==> src/rtl/ls_rx_pkg.sv <==
package ls_rx_pkg;

  // Line states as {dPlus, dMinus}
  localparam logic [1:0] LINE_J   = 2'b01;
  localparam logic [1:0] LINE_K   = 2'b10;
  localparam logic [1:0] LINE_SE0 = 2'b00;

  typedef enum logic [2:0] {
    ST_IDLE,   // waiting for the first idle-to-K edge
    ST_EDGE,   // inside sync, waiting for the next J-to-K edge
    ST_SAMP1,  // first K sample after an edge
    ST_SAMP2,  // second sample: K here closes the sync field
    ST_DATA,   // receiving packet bits
    ST_DRAIN   // packet dropped, waiting for SE0
  } rxState_e;

  // Control to datapath
  typedef struct packed {
    logic clearPhase;
    logic startData;
    logic dataSample;
  } rxStrobe_t;

  // Datapath to control
  typedef struct packed {
    logic edgeJK;
    logic sampleTick;
    logic lineK;
    logic lineSe0;
    logic endHit;
    logic abortHit;
  } rxStatus_t;

endpackage

==> src/rtl/ls_rx_datapath.sv <==
module ls_rx_datapath
  import ls_rx_pkg::*;
#(
  parameter int BUF_BYTES  = 8,
  parameter int OVERSAMPLE = 8,
  parameter int CNT_W      = 4
) (
  input  logic             clk,
  input  logic             rst_n,
  input  logic             dPlus,
  input  logic             dMinus,
  input  rxStrobe_t        strobe,
  output rxStatus_t        status,
  output logic             byteValid,
  output logic [7:0]       byteData,
  output logic             pktEnd,
  output logic [CNT_W-1:0] pktBytes,
  output logic             overflowErr,
  output logic             stuffErr
);

  localparam int PHASE_W   = $clog2(OVERSAMPLE);
  localparam int CENTER    = OVERSAMPLE / 2 - 1;
  localparam int STUFF_RUN = 6;
  localparam int RUN_W     = $clog2(STUFF_RUN + 1);

  logic [1:0]         lineNow, linePrev;
  logic [PHASE_W-1:0] phase;
  logic               lastK;
  logic [RUN_W-1:0]   onesRun;
  logic [2:0]         bitIdx;
  logic [7:0]         shiftReg;
  logic [CNT_W-1:0]   byteCount;

  logic curK, se0, decoded, stuffSlot, tick;
  logic endRaw, takeRaw, stuffBad, byteDone, overHit;

  // Input capture and bit-phase counter
  always_ff @(posedge clk or negedge rst_n) begin
    if (!rst_n) begin
      lineNow  <= LINE_J;
      linePrev <= LINE_J;
      phase    <= '0;
    end else begin
      lineNow  <= {dPlus, dMinus};
      linePrev <= lineNow;
      if (strobe.clearPhase || phase == PHASE_W'(OVERSAMPLE - 1)) phase <= '0;
      else phase <= phase + PHASE_W'(1);
    end
  end

  assign tick      = (phase == PHASE_W'(CENTER));
  assign curK      = !lineNow[0];          // SE0 reads as K level
  assign se0       = (lineNow == LINE_SE0);
  assign decoded   = (curK == lastK);
  assign stuffSlot = (onesRun == RUN_W'(STUFF_RUN));
  assign endRaw    = tick && se0 && (bitIdx != 3'd0);
  assign takeRaw   = tick && !endRaw && !stuffSlot;
  assign stuffBad  = tick && !se0 && stuffSlot && decoded;
  assign byteDone  = takeRaw && (bitIdx == 3'd7);
  assign overHit   = byteDone && (byteCount == CNT_W'(BUF_BYTES));

  assign status.edgeJK     = (linePrev == LINE_J) && (lineNow == LINE_K);
  assign status.sampleTick = tick;
  assign status.lineK      = (lineNow == LINE_K);
  assign status.lineSe0    = se0;
  assign status.endHit     = endRaw;
  assign status.abortHit   = stuffBad || overHit;

  // Bit decoding, unstuffing and byte assembly
  always_ff @(posedge clk or negedge rst_n) begin
    if (!rst_n) begin
      lastK     <= 1'b1;
      onesRun   <= '0;
      bitIdx    <= '0;
      shiftReg  <= '0;
      byteCount <= '0;
    end else if (strobe.startData) begin
      lastK     <= 1'b1;
      onesRun   <= RUN_W'(1);
      bitIdx    <= '0;
      byteCount <= '0;
    end else if (strobe.dataSample && !endRaw) begin
      lastK <= curK;
      if (stuffSlot) begin
        onesRun <= '0;
      end else begin
        onesRun  <= decoded ? onesRun + RUN_W'(1) : '0;
        shiftReg <= {decoded, shiftReg[7:1]};
        bitIdx   <= bitIdx + 3'd1;
        if (byteDone && !overHit) byteCount <= byteCount + CNT_W'(1);
      end
    end
  end

  // Registered result pulses
  always_ff @(posedge clk or negedge rst_n) begin
    if (!rst_n) begin
      byteValid   <= 1'b0;
      byteData    <= '0;
      pktEnd      <= 1'b0;
      pktBytes    <= '0;
      overflowErr <= 1'b0;
      stuffErr    <= 1'b0;
    end else begin
      byteValid   <= strobe.dataSample && byteDone && !overHit;
      overflowErr <= strobe.dataSample && overHit;
      stuffErr    <= strobe.dataSample && stuffBad;
      pktEnd      <= strobe.dataSample && endRaw;
      if (strobe.dataSample && byteDone) byteData <= {decoded, shiftReg[7:1]};
      if (strobe.dataSample && endRaw) pktBytes <= byteCount;
    end
  end

endmodule

==> src/rtl/ls_rx_ctrl.sv <==
module ls_rx_ctrl
  import ls_rx_pkg::*;
(
  input  logic      clk,
  input  logic      rst_n,
  input  rxStatus_t status,
  output rxStrobe_t strobe
);

  rxState_e state, nextState;

  always_ff @(posedge clk or negedge rst_n) begin
    if (!rst_n) state <= ST_IDLE;
    else state <= nextState;
  end

  always_comb begin
    nextState = state;
    strobe    = '0;
    unique case (state)
      ST_IDLE: begin
        if (status.edgeJK) begin
          nextState         = ST_SAMP1;
          strobe.clearPhase = 1'b1;
        end
      end
      ST_EDGE: begin
        if (status.lineSe0) nextState = ST_IDLE;
        else if (status.edgeJK) begin
          nextState         = ST_SAMP1;
          strobe.clearPhase = 1'b1;
        end
      end
      ST_SAMP1: begin
        if (status.lineSe0) nextState = ST_IDLE;
        else if (status.sampleTick) nextState = status.lineK ? ST_SAMP2 : ST_EDGE;
      end
      ST_SAMP2: begin
        if (status.lineSe0) nextState = ST_IDLE;
        else if (status.sampleTick) begin
          if (status.lineK) begin
            nextState        = ST_DATA;
            strobe.startData = 1'b1;
          end else begin
            nextState = ST_EDGE;
          end
        end
      end
      ST_DATA: begin
        strobe.dataSample = status.sampleTick;
        if (status.endHit) nextState = ST_IDLE;
        else if (status.abortHit) nextState = ST_DRAIN;
      end
      ST_DRAIN: begin
        if (status.lineSe0) nextState = ST_IDLE;
      end
      default: nextState = ST_IDLE;
    endcase
  end

endmodule

==> src/rtl/ls_packet_rx.sv <==
module ls_packet_rx
  import ls_rx_pkg::*;
#(
  parameter int  BUF_BYTES  = 8,
  parameter int  OVERSAMPLE = 8,
  localparam int CNT_W      = $clog2(BUF_BYTES + 1)
) (
  input  logic             clk,
  input  logic             rst_n,
  input  logic             dPlus,
  input  logic             dMinus,
  output logic             byteValid,
  output logic [7:0]       byteData,
  output logic             pktEnd,
  output logic [CNT_W-1:0] pktBytes,
  output logic             overflowErr,
  output logic             stuffErr
);

  rxStrobe_t strobe;
  rxStatus_t status;

  ls_rx_ctrl uCtrl (
    .clk    (clk),
    .rst_n  (rst_n),
    .status (status),
    .strobe (strobe)
  );

  ls_rx_datapath #(
    .BUF_BYTES  (BUF_BYTES),
    .OVERSAMPLE (OVERSAMPLE),
    .CNT_W      (CNT_W)
  ) uPath (
    .clk         (clk),
    .rst_n       (rst_n),
    .dPlus       (dPlus),
    .dMinus      (dMinus),
    .strobe      (strobe),
    .status      (status),
    .byteValid   (byteValid),
    .byteData    (byteData),
    .pktEnd      (pktEnd),
    .pktBytes    (pktBytes),
    .overflowErr (overflowErr),
    .stuffErr    (stuffErr)
  );

endmodule

==> config.mk <==
export PLATFORM = sky130hd
export DESIGN_NAME = ls_packet_rx
export DESIGN_NICKNAME = d
export VERILOG_FILES = /design/src/rtl/ls_rx_pkg.sv /design/src/rtl/ls_rx_datapath.sv /design/src/rtl/ls_rx_ctrl.sv /design/src/rtl/ls_packet_rx.sv
export SDC_FILE = /design/constraint.sdc
export NUM_CORES = 1
export LEC_CHECK = 0
export BUFFER_PORTS_ARGS = -buffer_cell sky130_fd_sc_hd__buf_4
export CORE_ASPECT_RATIO = 1.75
export CORE_MARGIN = 2
export CORE_UTILIZATION = 45
export CTS_CLUSTER_DIAMETER = 120
export DETAILED_ROUTE_END_ITERATION = 8
export PLACE_DENSITY = 0.74
export SYNTH_ARGS = -nofsm -noshare
export SYNTH_HDL_FRONTEND = slang
export SYNTH_SLANG_ARGS = --single-unit
==> constraint.sdc <==
create_clock -name clk -period 1.9 [get_ports clk]
set_input_delay 0.475 -clock clk [delete_from_list [all_inputs] [get_ports clk]]
set_output_delay 0.475 -clock clk [all_outputs]
set_load 0.005 [all_outputs]
==> run summary <==
Final Setup Violations: 0
Synthesized instance count: 168
R2R Setup Slk: 0.10 ns
Crit Path Max Fanout: 9
DIE WIDTH: 54.50 µm
Overall routed net length: 3460 µm
I/O pins: 20
Max-Cap Viols: 0
RSZ-0062 raised after global routing: false
Drt pass-1 iters: 4
Post-synthesis compound-gate area fraction: 0.1121
Antenna violations before repair: 0
Routed Antenna Nets: 0
Reg clk slew, reported paths: 0.08 ns
Power per cell area: 849.6 mW/mm²
Vias/cell: 5.261
Ratio of cells with drive above 1 in the final layout: 0.3107
Hold Vio Cnt, Final: 0
Starting density of the core: 0.4601
Ant diodes: 0
Area of the die: 0.005034 mm²
Root Driver: clkbuf_8
Critical path cell sequence: ha_1 -> ha_4 -> a31o_4 -> or4_1 -> a21boi_1
WP depth: 5
Drt wl/cell: 13.46 µm
Worst r2r dst: uPath.byteCount[3]$_DFFE_PN0P_
Setup CP Type: flop to flop
Die H: 92.37 µm
Port buffer count: 19
Critical path's top delay family: simple AND/OR/NAND/NOR gates
CTS tree: yes
DRT iter0 DRCs: 20
Static Leak: 0.001236 µW
DP Worst Slack: -0.01535 ns
Post-CTS setup buffers: 0
Fill cells: 393
Distinct cell type count after synthesis: 45
Multiplexer share of the synthesized area: 0.09470
GRT Overall Usage: 0.1646
Vias in the first global route: 1279
Congestion Overflow GR: 0
Simple-gate share of the synthesized area: 0.1452
GP Congestion: 0.7925
TritonCTS buffer count: 5
DP Cell Count: 249
Worst Path Arrival: 2.03 ns
Fin. max-slew vios: 0
Reg2Reg Launch Point: uPath.phase[0]$_DFF_PN0_
DR vias: 1352
Peak VDD IR: 0.7386 mV
Mapped Nets: 182
Reg2reg path depth: 5
Largest net degree at the start of global routing: 45
Setup crit start kind: flop
Core area: 0.004364 mm²
Status: completed
DR DRC count: 0
Layout Nets: 219
Post-CTS resize count: 2
Setup WS post-layout: 0.1007 ns
Worst path max stage delay: 0.47 ns
Tmin final: 1.799 ns
Fin cells: 257
Syn avg cell area: 11.95 µm²
Main synth FF type: dfrtp_1
WP buf/inv: 0
Skew final: 0.007628 ns
Synth Warn #: 0
First-pass GRT wire length: 5975 µm
Xor and xnor area share after synthesis: 0.004361
Seq/Total Area, Yosys: 0.5502
Row count: 32
Commonest non-fill, non-tap cells in the layout: 41 x dfrtp_1, 33 x buf_4, 13 x inv_1
Adder and majority cell fraction of the synthesized area: 0.06231
Async SR Flop Fraction: 1.000
Slew HR: 0.6453
Hold/Removal Path Class: primary input to async pin
Area growth, synth to finish: 21.62%
EDFF count, synth: 0
H-tree levels: 2
Fmax: 0.5558 GHz
Clk Latency, worst-skew pair: 0.30 ns
CP Capture Type: flop
Max Buffers Root-to-Sink: 2
Post-Route Utilization: 0.5596
Post-DP HPWL: 2569 µm
Final period utilization: 0.9470
CP Data Required Time: 2.13 ns
Yosys reg bits: 44
Largest family of logic cells by synthesized area: simple AND/OR/NAND/NOR gates
Commonest non-fill, non-tap cell in the layout: dfrtp_1
Hold_buf cts: 0
Worst slew pin tran: 0.5320 ns
Sink Count: 44
Cell Area, Synth: 0.002008 mm²
CP max-delay cell: or4_1
## metal layers
layer | wire length (µm) | up-vias | global-route usage | part of all wire
met1 | 1376 | 658 | 0.1961 | 0.40
met5 | 0 | - | 0 | 0
met2 | 1887 | 17 | 0.2651 | 0.55
met4 | 85 | 0 | 0.08125 | 0.025
met3 | 110 | 9 | 0.04194 | 0.032
li1 | - | 668 | - | -
## cells in the mapped netlist (all sizes together) (2+ instances only)
cell,count,area (µm²)
dfrtp,41,1026
mux2,16,180.2
inv,13,48.80
nand2,12,45.04
ha,10,125.1
nor2,9,33.78
o21ai,9,45.04
nand2b,5,31.28
nand3,5,25.02
nand4,4,25.02
nor3b,4,35.03
dfstp,3,78.83
or2,3,18.77
a21boi,2,15.01
and3,2,12.51
and3b,2,18.77
buf,2,10.01
nand3b,2,15.01
nor2b,2,12.51
o311ai,2,17.52
o31ai,2,15.01
## final cells by class
type | count | area, µm² | share of cell area
sequential | 44 | 1105 | 0.4524
multi-input combinational | 108 | 855.8 | 0.3504
timing repair buffer | 33 | 247.7 | 0.1014
clock buffer | 6 | 82.58 | 0.03381
tap | 51 | 63.81 | 0.02613
inverter | 13 | 48.80 | 0.01998
clock inverter | 2 | 38.79 | 0.01588
## flip-flops by register name, indices dropped and copies added (netlist names), 3 cells and up
signal / count
uPath.byteCount: 4
uPath.bitIdx: 3
uPath.onesRun: 3
uPath.phase: 3
uPath.shiftReg: 7
uCtrl.state: 3
uPath.byteData: 8
uPath.pktBytes: 4
## worst register-to-register path: stages, from the launching register on
cell and delay, ns:
dfrtp_1 0.39, ha_1 0.25, ha_4 0.21, a31o_4 0.25
or4_1 0.47, a21boi_1 0.16
## power breakdown
part / internal (µW) / total (µW) / switching [µW]
registers: 996 / 1030 / 33.0
logic: 130 / 290 / 160
clock network: 430 / 756 / 326
total: 1560 / 2070 / 518
## logic make-up after synthesis
logic type | after synthesis
simple gates | 52
flops | 44
compound gates | 28
mux | 17
buf+inv | 16
fa+ha+maj | 10
xor+xnor | 1
## stage by stage
stage          total power, µW  cell area (µm²)  hold WS, ns  setup TNS (ns)
2_1_floorplan             1215             2009       0.1794               0
4_1_cts                   2080             2432       0.1646               0
3_5_place_dp              1314             2306       0.4037        -0.04849
5_1_grt                   2182             2442       0.1910               0
3_3_place_gp              1301             2306       0.4008               0
6_report                  2075             2442       0.1484               0
## how the worst max path moves through the flow
stage                     slack, ns                              to                         from
after global routing          0.003         uPath.lastK$_DFFE_PN1P_  uPath.bitIdx[0]$_DFFE_PN0P_
final                          0.10  uPath.byteCount[3]$_DFFE_PN0P_     uPath.phase[0]$_DFF_PN0_
after CTS                      0.07  uPath.byteCount[3]$_DFFE_PN0P_     uPath.phase[0]$_DFF_PN0_
after detailed placement      -0.02   uPath.byteData[0]$_DFFE_PN0N_     uPath.phase[0]$_DFF_PN0_
after floorplan                0.03   uPath.byteData[1]$_DFFE_PN0N_     uPath.phase[0]$_DFF_PN0_
after global placement         0.03  uPath.byteCount[0]$_DFFE_PN0P_     uPath.phase[0]$_DFF_PN0_
Note: power is estimated with default switching activity, not from simulation.
